[config.mk]
export PLATFORM = sky130hd
export DESIGN_NAME = i2c_pkt_master
export DESIGN_NICKNAME = d
export VERILOG_FILES = /design/src/rtl/i2c_pkt_master.sv
export SDC_FILE = /design/constraint.sdc
export NUM_CORES = 1
export LEC_CHECK = 0
export ABC_AREA = 1
export BUFFER_PORTS_ARGS = -buffer_cell sky130_fd_sc_hd__clkbuf_2
export CORE_ASPECT_RATIO = 1.5
export CORE_MARGIN = 2
export CORE_UTILIZATION = 35
export DETAILED_ROUTE_END_ITERATION = 10
export PLACE_DENSITY = 0.54
export SYNTH_ARGS = -nofsm -noshare
export SYNTH_HDL_FRONTEND = slang
export SYNTH_SLANG_ARGS = --single-unit
[constraint.sdc]
create_clock -name clk -period 4.75 [get_ports clk]
set_clock_uncertainty 0.15 [all_clocks]
set_input_delay 0.475 -clock clk [delete_from_list [all_inputs] [get_ports clk]]
set_output_delay 0.475 -clock clk [all_outputs]
set_load 0.01 [all_outputs]
[src/rtl/i2c_pkt_master.sv]
module i2c_pkt_master (
  input  logic        clk,
  input  logic        rst_n,
  input  logic        tick,
  input  logic        wr_en,
  input  logic [1:0]  wr_sel,
  input  logic [31:0] wr_data,
  output logic [31:0] xfer_buf,
  output logic [31:0] irq_sts,
  input  logic        scl_in,
  input  logic        sda_in,
  output logic        scl_oe,
  output logic        sda_oe
);
  typedef enum logic [2:0] {S_IDLE, S_START, S_BYTE, S_STOP, S_DONE} st_t;
  st_t st;
  logic [1:0]  ph;
  logic [3:0]  bcnt;
  logic [7:0]  sh, tx_byte, rx_byte;
  logic [10:0] cmd_q;
  logic [16:0] evt;
  logic        busy, is_addr, ackbit;

  logic [6:0] f_addr;
  logic f_stop, f_last, f_rx, f_tx, run, cmd_wr, rxing;
  assign {f_addr, f_stop, f_last, f_rx, f_tx} = cmd_q;
  assign run    = (st != S_IDLE);
  assign cmd_wr = wr_en && (wr_sel == 2'd0) && wr_data[16] && !run;
  assign rxing  = !is_addr && f_rx;
  assign xfer_buf = {13'd0, scl_in, sda_in, busy, rx_byte, tx_byte};

  always_ff @(posedge clk or negedge rst_n)
    if (!rst_n) tx_byte <= '0;
    else if (wr_en && wr_sel == 2'd1) tx_byte <= wr_data[7:0];

  always_ff @(posedge clk or negedge rst_n)
    if (!rst_n) irq_sts <= '0;
    else irq_sts <= (irq_sts & ~((wr_en && wr_sel == 2'd2) ? wr_data : 32'd0)) | {15'd0, evt};

  always_ff @(posedge clk or negedge rst_n) begin
    if (!rst_n) begin
      st <= S_IDLE; ph <= '0; bcnt <= '0; sh <= '0; rx_byte <= '0;
      cmd_q <= '0; evt <= '0; busy <= 1'b0; is_addr <= 1'b0; ackbit <= 1'b0;
      scl_oe <= 1'b0; sda_oe <= 1'b0;
    end else begin
      evt <= '0;
      case (st)
        S_IDLE: if (cmd_wr) begin
          cmd_q <= {wr_data[30:24], wr_data[5], wr_data[4], wr_data[3], wr_data[1]};
          ph <= '0;
          bcnt <= '0;
          if (wr_data[0]) st <= S_START;
          else if (wr_data[3] || wr_data[1]) begin
            st <= S_BYTE;
            is_addr <= 1'b0;
            sh <= wr_data[3] ? 8'h00 : tx_byte;
          end else if (wr_data[5] && busy) st <= S_STOP;
          else st <= S_DONE;
        end
        S_START: if (tick) begin
          ph <= ph + 2'd1;
          case (ph)
            2'd0: sda_oe <= 1'b0;
            2'd1: scl_oe <= 1'b0;
            2'd2: begin sda_oe <= 1'b1; busy <= 1'b1; end
            2'd3: begin
              scl_oe <= 1'b1;
              st <= S_BYTE;
              is_addr <= 1'b1;
              sh <= {f_addr, f_rx};
              bcnt <= '0;
            end
          endcase
        end
        S_BYTE: if (tick) begin
          ph <= ph + 2'd1;
          case (ph)
            2'd0: if (bcnt == 4'd8) sda_oe <= rxing && !f_last;
                  else sda_oe <= rxing ? 1'b0 : !sh[7];
            2'd1: scl_oe <= 1'b0;
            2'd2: if (bcnt == 4'd8) ackbit <= sda_in;
                  else sh <= {sh[6:0], sda_in};
            2'd3: begin
              scl_oe <= 1'b1;
              if (bcnt != 4'd8) bcnt <= bcnt + 4'd1;
              else begin
                bcnt <= '0;
                if (rxing) begin
                  rx_byte <= sh;
                  evt[2] <= 1'b1;
                  st <= f_stop ? S_STOP : S_DONE;
                end else if (ackbit) begin
                  evt[1] <= 1'b1;
                  st <= f_stop ? S_STOP : S_DONE;
                end else begin
                  evt[0] <= 1'b1;
                  if (is_addr && (f_rx || f_tx)) begin
                    is_addr <= 1'b0;
                    sh <= f_rx ? 8'h00 : tx_byte;
                  end else st <= f_stop ? S_STOP : S_DONE;
                end
              end
            end
          endcase
        end
        S_STOP: if (tick) begin
          ph <= ph + 2'd1;
          case (ph)
            2'd0: sda_oe <= 1'b1;
            2'd1: scl_oe <= 1'b0;
            2'd2: begin sda_oe <= 1'b0; busy <= 1'b0; evt[4] <= 1'b1; end
            2'd3: st <= S_DONE;
          endcase
        end
        S_DONE: begin
          evt[16] <= 1'b1;
          st <= S_IDLE;
        end
        default: st <= S_IDLE;
      endcase
    end
  end
endmodule


==> results.toml <==
[layout]
multiInputGateArea_um2 = 1765
seq_area_um2 = 2152
nNetsFinal = 665
syn_to_final_growth_pct = 18.60
stdcell_count = 775
diodes = 0
post-route-util_pct = 42.63
nFillCells = 1289
drive_gt1_share_pct = 21.70

[setup_path]
path_max_fanout = 21
required_ns = 4.87
endpoint_kind = "flop"
critPathLaunchType = "flop"
criticalPathCategory = "flop to flop"
crit_arrival_ns = 2.49

[floorplanning]
die_w_um = 94.70
boundaryPins = 106
dieArea_um2 = 13260
start_util_pct = 35.94
core_region_area_um2 = 12020
num_rows = 49
fp.dieH_um = 140.1

[logic_synthesis]
synth.most_common_cell = "nand2_1"
synth_cell_type_count = 31
synth_seq_cells = 86
synth_top_area_share_pct = 49.83
avgSynthCellArea_um2 = 8.103
yosysTopAreaCell = "dfrtp_1"
syn-cell-area_um2 = 4319
yosys_warnings = 0
yosysSeqAreaShare_pct = 49.83
synth_commonest_cells = "171 x nand2_1, 86 x dfrtp_1, 66 x inv_1, 42 x nand3_1, 36 x o21ai_0"
synth-edff-count = 0
synth_cells = 533
synthFlopType = "dfrtp_1"
yosys-top-cells-area = "dfrtp_1 50%, nand2_1 15%, inv_1 5.7%"
async_flop_share_pct = 100.0

[drt]
avgViaCountPerCell = 4.545
wl_per_cell_um = 12.91
ant_nets = 0
vias = 3522
routed_wl_um = 10000
dr.pass1.iters = 4
drc_errors = 0
drt_iter0_drc = 170

[sta]
period_share_pct = 49.74
setup_viol = 0
holdWs_ns = 0.1789
hold_violations = 0
drv_slew = 0
clock.fmax_mhz = 423.3
rsz0062_at_grt = "false"
fin_tns_setup_ns = 0
worst_slew_pin_slew_ns = 1.083
relSlewSlack_pct = 27.81
fin_crit_ns = 2.362

[clock_network]
cts_buffer_depth = 2
cts_max_level = 3
cts_resized = 0
clock-sinks = 86
cts_buffers = 9
root_buffer = "clkbuf_16"
clk-insertion-delay-late_ns = 0.34
cts_hold_buf = 0
path_clk_slew_ns = 0.06
tritoncts = "done"
postCtsSetupBuffers = 0

[grt]
antenna_found_initial = 0
grt_pass1_vias = 3348
grt_max_degree = 87
grt_pass1_wl_um = 16820
overflow = 0
grtUsageTotal_pct = 16.24

[placed_design]
place_hpwl_um = 7614
io_buffers = 90
place_inst = 759
gp_congestion = 0.7689

[run_status]
status = "finished clean"

[flow_run]
maxCapViolations = 0

[power]
vdd_drop_max_v = 0.0002002
powerDensity_nw_per_um2 = 495.6
leakage_nw = 2.944
power_w = 0.002539

[min_path]
hp-class = "input port to asynchronous set/reset pin"
worst max-delay path: stages (launching register included):
cell	delay (ns)
dfrtp_1	0.45
inv_2	0.14
nand2_4	0.07
nor2_2	0.63
nand2_1	0.30
nand2_1	0.19
a21oi_4	0.11
nand3_4	0.13
nand2_1	0.06
nand2_1	0.05
area by class of cell:
class | count | area share (%)
Timing Repair Buffer | 90 | 8.842
Inverter | 71 | 5.203
Clock inverter | 5 | 0.8061
Tap cell | 153 | 3.737
Clock buffer | 11 | 4.934
Multi-Input combinational cell | 359 | 34.47
Sequential cell | 86 | 42.01
cell families after synthesis:
| group | synth area share [%] |
|---|---|
| and+or+nand+nor | 29.43 |
| adders and majority gates | 2.318 |
| buffers and inverters | 10.34 |
| xor gates and xnor gates | 0.4056 |
| AOI/OAI and AO/OA | 7.590 |
| DFF | 49.83 |
| other | 0.08682 |
final timing paths:
check                            start           to  slack, ns  cells after the start
setup / recovery                 st[2]        sh[5]       2.39                      9
hold / removal                   rst_n  irq_sts[29]       0.18                      1
setup reg to reg                 st[2]        sh[5]       2.39                      9
hold reg to reg                 evt[4]   irq_sts[4]       0.28                      2
max in group asynchronous        rst_n       sda_oe       3.58                      1
min in group clk           wr_data[24]     cmd_q[4]       0.22                      3
routing by layer:
layer	wire length (um)	vias up	GRT usage, %
met2	4936	94	26.80
met3	533	12	4.250
met5	0	-	0
met1	4356	1593	20.62
li1	-	1823	-
met4	175	0	5.187
through the flow:
stage               cell area [um2]  setup WS [ns]
global placement               4828          2.176
finish                         5122          2.388
CTS                            5122          2.390
global route                   5122          2.144
floorplan                      4364          2.994
detailed placement             4828          2.117
power by group:
group	switching, W	internal [W]
registers	0.000117	0.000866
logic	0.000577	0.000292
clock network	0.000300	0.000387
total	0.000994	0.00154
layout by cell type (no fill, tap or decap), drive strengths merged, types with 9 or more instances in the layout:
cell type and instances:
conb 13, inv 72, nand3 46, nand4 9, o21ai 54, dfrtp 86
nor2 26, nand2 181, clkbuf 100
registers in the layout (all words and copies together), names as in the netlist, 3 cells and up:
name	count
cmd_q	11
evt	5
tx_byte	8
rx_byte	8
bcnt	4
sh	8
irq_sts	32
st	3
Note: power is estimated with default switching activity, not from simulation.
